**src/rtl/mpirq_pkg.sv**
```systemverilog
package mpirq_pkg;
   localparam int unsigned SRC_W  = 16;
   localparam int unsigned NUM_W  = 4;
   localparam int unsigned WORD_W = 32;
   localparam int unsigned ADDR_W = 8;

   typedef logic [SRC_W-1:0] src_vec_t;

   localparam logic [ADDR_W-1:0] OFS_LEVEL = 8'h00;
   localparam logic [ADDR_W-1:0] OFS_PEND  = 8'h04;
   localparam logic [ADDR_W-1:0] OFS_ALIAS = 8'h08;
   localparam logic [ADDR_W-1:0] OFS_CLEAR = 8'h0C;
   localparam logic [ADDR_W-1:0] OFS_BCAST = 8'h14;
   localparam logic [1:0]        BANK_MASK = 2'b01;
   localparam logic [1:0]        BANK_FRC  = 2'b10;

   localparam src_vec_t VALID_BITS = 16'hFFFE;

   function automatic logic [NUM_W-1:0] top_index(input src_vec_t v);
      logic [NUM_W-1:0] r;
      r = '0;
      for (int k = 1; k < int'(SRC_W); k++)
         if (v[k]) r = NUM_W'(k);
      return r;
   endfunction
endpackage

```
**src/rtl/mpirq_edge.sv**
```systemverilog
module mpirq_edge
   import mpirq_pkg::*;
(
   input  logic     clk,
   input  logic     rst_n,
   input  src_vec_t lines_i,
   output src_vec_t rise_o
);
   src_vec_t prev_q;

   always_ff @(posedge clk) begin
      if (!rst_n) prev_q <= '0;
      else        prev_q <= lines_i;
   end

   assign rise_o = lines_i & ~prev_q & VALID_BITS;
endmodule

```
**src/rtl/mpirq_slice.sv**
```systemverilog
module mpirq_slice
   import mpirq_pkg::*;
(
   input  logic              clk,
   input  logic              rst_n,
   input  logic              mask_we_i,
   input  logic              frc_we_i,
   input  logic              alias_we_i,
   input  logic [WORD_W-1:0] wdata_i,
   input  src_vec_t          clr_i,
   input  src_vec_t          bc_rise_i,
   input  src_vec_t          pend_i,
   input  src_vec_t          level_i,
   input  logic              ack_i,
   input  logic [NUM_W-1:0]  ack_num_i,
   output src_vec_t          ack_bits_o,
   output src_vec_t          mask_o,
   output src_vec_t          frc_o,
   output logic [NUM_W-1:0]  irl_o
);
   src_vec_t mask_q, frc_q, frc_base, eff, hi, pick;

   always_comb begin
      ack_bits_o = '0;
      if (ack_i) ack_bits_o[ack_num_i] = 1'b1;
   end

   always_comb begin
      frc_base = frc_q;
      if (alias_we_i)
         frc_base = wdata_i[SRC_W-1:0] & VALID_BITS;
      else if (frc_we_i)
         frc_base = (frc_q | (wdata_i[SRC_W-1:0] & VALID_BITS))
                    & ~(wdata_i[WORD_W-1:SRC_W] & VALID_BITS);
   end

   always_ff @(posedge clk) begin
      if (!rst_n) begin
         mask_q <= '0;
         frc_q  <= '0;
      end else begin
         if (mask_we_i) mask_q <= wdata_i[SRC_W-1:0] & VALID_BITS;
         frc_q <= (frc_base & ~clr_i & ~ack_bits_o) | bc_rise_i;
      end
   end

   assign eff  = (pend_i | frc_q) & mask_q;
   assign hi   = eff & level_i;
   assign pick = (hi != '0) ? hi : eff;

   always_ff @(posedge clk) begin
      if (!rst_n) irl_o <= '0;
      else        irl_o <= top_index(pick);
   end

   assign mask_o = mask_q;
   assign frc_o  = frc_q;
endmodule

```
**src/rtl/mpirq_ctrl.sv**
```systemverilog
module mpirq_ctrl
   import mpirq_pkg::*;
#(
   parameter int unsigned NCPU = 4
)(
   input  logic                    clk,
   input  logic                    rst_n,
   input  logic [15:0]             irq_lines_i,
   input  logic                    reg_we_i,
   input  logic [7:0]              reg_addr_i,
   input  logic [31:0]             reg_wdata_i,
   output logic [31:0]             reg_rdata_o,
   input  logic [NCPU-1:0]         ack_valid_i,
   input  logic [4*NCPU-1:0]       ack_num_i,
   output logic [4*NCPU-1:0]       req_level_o
);
   localparam int unsigned IDX_W = 4;

   if (NCPU < 1 || NCPU > 16) begin : g_bad_ncpu
      $error("mpirq_ctrl: NCPU must lie in 1..16");
   end

   src_vec_t rise, rise_nb, rise_bc, clr_bits, ack_all;
   src_vec_t lvl_q, pend_q, bcast_q;
   src_vec_t mask_a [NCPU];
   src_vec_t frc_a  [NCPU];
   src_vec_t ackb_a [NCPU];

   logic             aligned, wr_level, wr_alias, wr_clear, wr_bcast;
   logic [1:0]       bank;
   logic [IDX_W-1:0] slot;
   logic             slot_ok;

   assign aligned  = reg_addr_i[1:0] == 2'b00;
   assign bank     = reg_addr_i[7:6];
   assign slot     = reg_addr_i[5:2];
   assign slot_ok  = aligned && (int'(slot) < int'(NCPU));
   assign wr_level = reg_we_i && reg_addr_i == OFS_LEVEL;
   assign wr_alias = reg_we_i && reg_addr_i == OFS_ALIAS;
   assign wr_clear = reg_we_i && reg_addr_i == OFS_CLEAR;
   assign wr_bcast = reg_we_i && reg_addr_i == OFS_BCAST;
   assign clr_bits = wr_clear ? (reg_wdata_i[SRC_W-1:0] & VALID_BITS) : '0;

   mpirq_edge u_edge (
      .clk     (clk),
      .rst_n   (rst_n),
      .lines_i (irq_lines_i),
      .rise_o  (rise)
   );

   assign rise_bc = rise & bcast_q;
   assign rise_nb = rise & ~bcast_q;

   always_comb begin
      ack_all = '0;
      for (int c = 0; c < int'(NCPU); c++) ack_all |= ackb_a[c];
   end

   always_ff @(posedge clk) begin
      if (!rst_n) begin
         lvl_q   <= '0;
         pend_q  <= '0;
         bcast_q <= '0;
      end else begin
         if (wr_level) lvl_q   <= reg_wdata_i[SRC_W-1:0] & VALID_BITS;
         if (wr_bcast) bcast_q <= reg_wdata_i[SRC_W-1:0] & VALID_BITS;
         pend_q <= (pend_q & ~clr_bits & ~ack_all) | rise_nb;
      end
   end

   for (genvar g = 0; g < int'(NCPU); g++) begin : g_cpu
      logic sel_mask, sel_frc;
      assign sel_mask = reg_we_i && slot_ok && bank == BANK_MASK && slot == IDX_W'(g);
      assign sel_frc  = reg_we_i && slot_ok && bank == BANK_FRC  && slot == IDX_W'(g);

      mpirq_slice u_slice (
         .clk        (clk),
         .rst_n      (rst_n),
         .mask_we_i  (sel_mask),
         .frc_we_i   (sel_frc),
         .alias_we_i ((g == 0) && wr_alias),
         .wdata_i    (reg_wdata_i),
         .clr_i      (clr_bits),
         .bc_rise_i  (rise_bc),
         .pend_i     (pend_q),
         .level_i    (lvl_q),
         .ack_i      (ack_valid_i[g]),
         .ack_num_i  (ack_num_i[g*NUM_W +: NUM_W]),
         .ack_bits_o (ackb_a[g]),
         .mask_o     (mask_a[g]),
         .frc_o      (frc_a[g]),
         .irl_o      (req_level_o[g*NUM_W +: NUM_W])
      );
   end

   always_comb begin
      src_vec_t v;
      v = '0;
      case (reg_addr_i)
         OFS_LEVEL: v = lvl_q;
         OFS_PEND:  v = pend_q;
         OFS_ALIAS: v = frc_a[0];
         OFS_BCAST: v = bcast_q;
         default: begin
            for (int c = 0; c < int'(NCPU); c++) begin
               if (slot_ok && int'(slot) == c && bank == BANK_MASK) v = mask_a[c];
               if (slot_ok && int'(slot) == c && bank == BANK_FRC)  v = frc_a[c];
            end
         end
      endcase
      reg_rdata_o = {{(WORD_W-SRC_W){1'b0}}, v};
   end
endmodule

```
**config.mk**
```make
export PLATFORM = sky130hd
export DESIGN_NAME = mpirq_ctrl
export DESIGN_NICKNAME = d
export VERILOG_FILES = /design/src/rtl/mpirq_pkg.sv /design/src/rtl/mpirq_edge.sv /design/src/rtl/mpirq_slice.sv /design/src/rtl/mpirq_ctrl.sv
export SDC_FILE = /design/constraint.sdc
export NUM_CORES = 1
export LEC_CHECK = 0
export ABC_AREA = 1
export BUFFER_PORTS_ARGS = -buffer_cell sky130_fd_sc_hd__clkbuf_2
export CAP_MARGIN = 30
export CORE_MARGIN = 2
export CORE_UTILIZATION = 64
export DETAILED_ROUTE_END_ITERATION = 8
export PLACE_DENSITY = 0.84
export SYNTH_ARGS = -nofsm -noshare
export SYNTH_HDL_FRONTEND = slang
export SYNTH_SLANG_ARGS = --single-unit
```
**constraint.sdc**
```tcl
create_clock -name clk -period 6 [get_ports clk]
set_clock_uncertainty 0.2 [all_clocks]
set_input_delay 0.3 -clock clk [delete_from_list [all_inputs] [get_ports clk]]
set_output_delay 0.3 -clock clk [all_outputs]
set_load 0.005 [all_outputs]
```
==> summary.md <==
• hold violation total from the final report: 0
• sequential share of power: 0.446
• HPWL reported at the end of detailed placement: 33700 um
• warning count from the yosys run: 0
• number of antenna cells inserted: 0
• clock network fraction of total power: 0.475
• y dimension of the die: 141 um
• number of different library cells in the post-synthesis netlist: 46
• Critical path origin: reg_addr_i[4]
• via count normalized by instance count: 6.36
• Total Routing Usage GR: 0.447
• die outline width: 141 um
• maximum clock frequency: 0.321 GHz
• global route overflow: 0
• Slew Viols, Final: 0
• Post-Synthesis Mean Instance Area: 6.48 sq um
• P_int: 2290 uW
• DR pass1 iterations: 8
• DRT Wirelength: 45700 um
• Data arrival, critical path: 2610 ps
• max-cap viol count: 0
• status: complete, no violations
• cells traversed along the worst timing path: clkbuf_2, nor2_2, inv_2, nor2_1, nand2_1, nor2_1, clkinv_1, o21ai_0, a211oi_1, nand4_1, clkbuf_2
• final instance area: 13500 sq um
• setup violation total in the final timing report: 0
• quantity of gates resized following cts: 0
• share of the clock period used by the worst path after layout: 0.519
• static leakage: 0.00575 uW
• starting density of the core: 0.659
• Min Clock Period, post-route: 3110 ps
• clk slew on worst S/H paths: 60 ps
• setup repair after global routing missed its margin: no
• worst-case vdd ir drop: 0.000249 V
• startpoint kind of the worst setup timing path: primary input
• Max stage delay on crit path: 580 ps
• clk buf depth: 3
• final layout net count: 2023
• later-pin clock latency in the skew report: 520 ps
• average wire per cell in the routed design: 20.9 um
• number of buffers added by the clock tree synthesis step: 23
• Tot Pwr: 3050 uW
• Antenna Nets Post-Route: 0
• minimum hold slack: 7.02 ps
• Remaining DRCs: 0
• data required time of the critical path: 5500 ps
• part of the total power dissipated in combinational logic: 0.079
• area delta synth->final: 13.0%
• number of standard cells after synthesis: 1846
• critical path class: in -> out
• cell at the slowest stage of the critical path: sky130_fd_sc_hd__clkinv_1
• die area: 19800 sq um
• switching share of power: 0.248
• number of primary I/O pins: 127
• total number of H-tree levels: 1
• count of buffers from port buffering: 107
• number of DRC markers in iteration 0: 2249
• netlist area before placement: 12000 sq um
• gpl congestion: 1.05
• fraction of the yosys area taken by sequential cells: 0.336
• path class of the lowest-slack min-delay path: in -> reg
• Core Rows: 49
• Worst setup EP type: primary output
• sinks on the clock net: 201
• largest fanout on the critical path: 10
• Post-DP Area: 12500 sq um
• worst-case headroom to the max-slew limit: 0.384
• global-route met2 utilization: 0.664
• global-route wire length before repair: 68800 um
• end of the critical path: reg_rdata_o[9]
• initial antenna violation count: 0
• sum of negative setup slack: 0 ps
• Net Switching: 755 uW
• number of vias in the routed layout: 13923
• pin count of the biggest net entering global routing: 62
• power per standard cell area: 225 nW/um^2
• CTS tree: done
• reg-to-reg setup timing slack: 3380 ps
• ratio of cells with drive above 1 in the final layout: 0.129
• layer with the highest usage: met2
• cells on worst reg2reg path: 23
• commonest cells after routing, fill and taps aside: sky130_fd_sc_hd__nand2_1, sky130_fd_sc_hd__inv_1, sky130_fd_sc_hd__dfxtp_1, sky130_fd_sc_hd__a21oi_1, sky130_fd_sc_hd__o21ai_0
• clock root buffer: sky130_fd_sc_hd__clkbuf_16
• endpoint of the worst register-to-register path: g_cpu[0].u_slice.irl_o[0]
• number of global-route vias before repair: 12679
• actual transition at the worst max-transition pin: 901 ps
• met3 usage: 0.172
• commonest non-fill, non-tap cell in the layout: sky130_fd_sc_hd__nand2_1
• post-synthesis sequential element count: 201
• beginning of the worst register-to-register path: g_cpu[0].u_slice.frc_o[1]
• met1 global-route usage: 0.588
• core region area: 18100 sq um
-- routing by layer --
layer,up-vias,wire [um]
met5,-,0
met4,0,1930
met3,153,7570
met2,1203,19100
met1,6216,17100
li1,6351,-
-- synthesized netlist by cell type (all sizes together) --
| master | n | area [sq um] |
|---|---|---|
| a2111oi | 9 | 78.8 |
| a211oi | 19 | 143 |
| nand4 | 21 | 131 |
| nand3b | 13 | 97.6 |
| clkinv | 5 | 18.8 |
| o221ai | 1 | 8.76 |
| nor4 | 14 | 87.6 |
| o2111ai | 39 | 342 |
| o211ai | 29 | 218 |
| o21bai | 5 | 37.5 |
| a21oi | 186 | 946 |
| nor3b | 1 | 7.51 |
| conb | 1 | 3.75 |
| a31oi | 6 | 37.5 |
| o22ai | 7 | 43.8 |
| a221oi | 12 | 105 |
| o22a | 2 | 17.5 |
| o31ai | 1 | 7.51 |
| o21ai | 216 | 1090 |
| clkbuf | 70 | 334 |
| buf | 23 | 164 |
| o2bb2ai | 2 | 17.5 |
| inv | 279 | 1050 |
| and2 | 4 | 25.0 |
| nor3 | 17 | 106 |
| nand3 | 121 | 638 |
| dfxtp | 201 | 4020 |
| a22o | 1 | 8.76 |
| nor2 | 150 | 684 |
| nand2 | 391 | 1490 |
-- how the worst min path moves through the flow --
stage,cells past startpoint,slack [ps],from,end
floorplan,2,190,irq_lines_i[10],u_edge.prev_q[10]
global placement,2,240,pend_q[0],pend_q[0]
detailed placement,2,250,pend_q[0],pend_q[0]
CTS,4,4,reg_wdata_i[11],g_cpu[0].u_slice.frc_o[11]
global route,4,40,reg_wdata_i[3],g_cpu[2].u_slice.frc_o[3]
finish,4,7,reg_wdata_i[11],g_cpu[0].u_slice.frc_o[11]
-- power groups by stage --
stage	Combinational (uW)	Sequential, uW	Clock [uW]
6_report	241	1360	1450
5_1_grt	256	1360	1490
4_1_cts	227	1360	1440
3_5_place_dp	211	1390	0
3_3_place_gp	207	1390	0
2_1_floorplan	133	1380	0
-- per-stage QoR --
stage	setup slack (ps)	instances	utilization
6_report	2890	2189	0.745
5_1_grt	2680	2189	0.745
4_1_cts	3000	2189	0.745
3_5_place_dp	2990	2120	0.687
3_3_place_gp	3010	2119	0.687
2_1_floorplan	3820	1861	-
-- cell type report --
class	instances	area [sq um]
fillers	1514	4620
multi-input cells	1283	6440
flip-flops and latches	201	4020
inverters	284	1070
clock buffers	35	691
clock inverters	6	80.1
repair buffers	151	936
well taps	229	287
-- flip-flops by register name (all words and copies together), names as in the netlist --
name and count:
g_cpu.u_slice.frc_o 64, g_cpu.u_slice.mask_o 60, u_edge.prev_q 15, g_cpu.u_slice.irl_o 16, pend_q 16, lvl_q 15
bcast_q 15
-- timing repair --
item                      CTS  global route
buffers inserted            0             0
hold endpoints to repair   78             0
hold buffers               28             0
-- worst max-delay path, delay by kind of cell --
| kind | cells | cell delay, ps |
|---|---|---|
| AO/OA/AOI/OAI | 2 | 430 |
| buffers and inverters | 4 | 900 |
| AND/OR/NAND/NOR | 5 | 970 |
-- cells by family (layout without fill, tap and decap cells) --
kind of cell / after synthesis / in the layout / share of synthesized area
and+or+nand+nor: 732 / 732 / 0.273
AOI/OAI and AO/OA: 535 / 535 / 0.259
buffers and inverters: 377 / 476 / 0.131
DFF: 201 / 201 / 0.336
other: 1 / 16 / 0.000313
No activity file was read; power rests on OpenSTA's default activity.
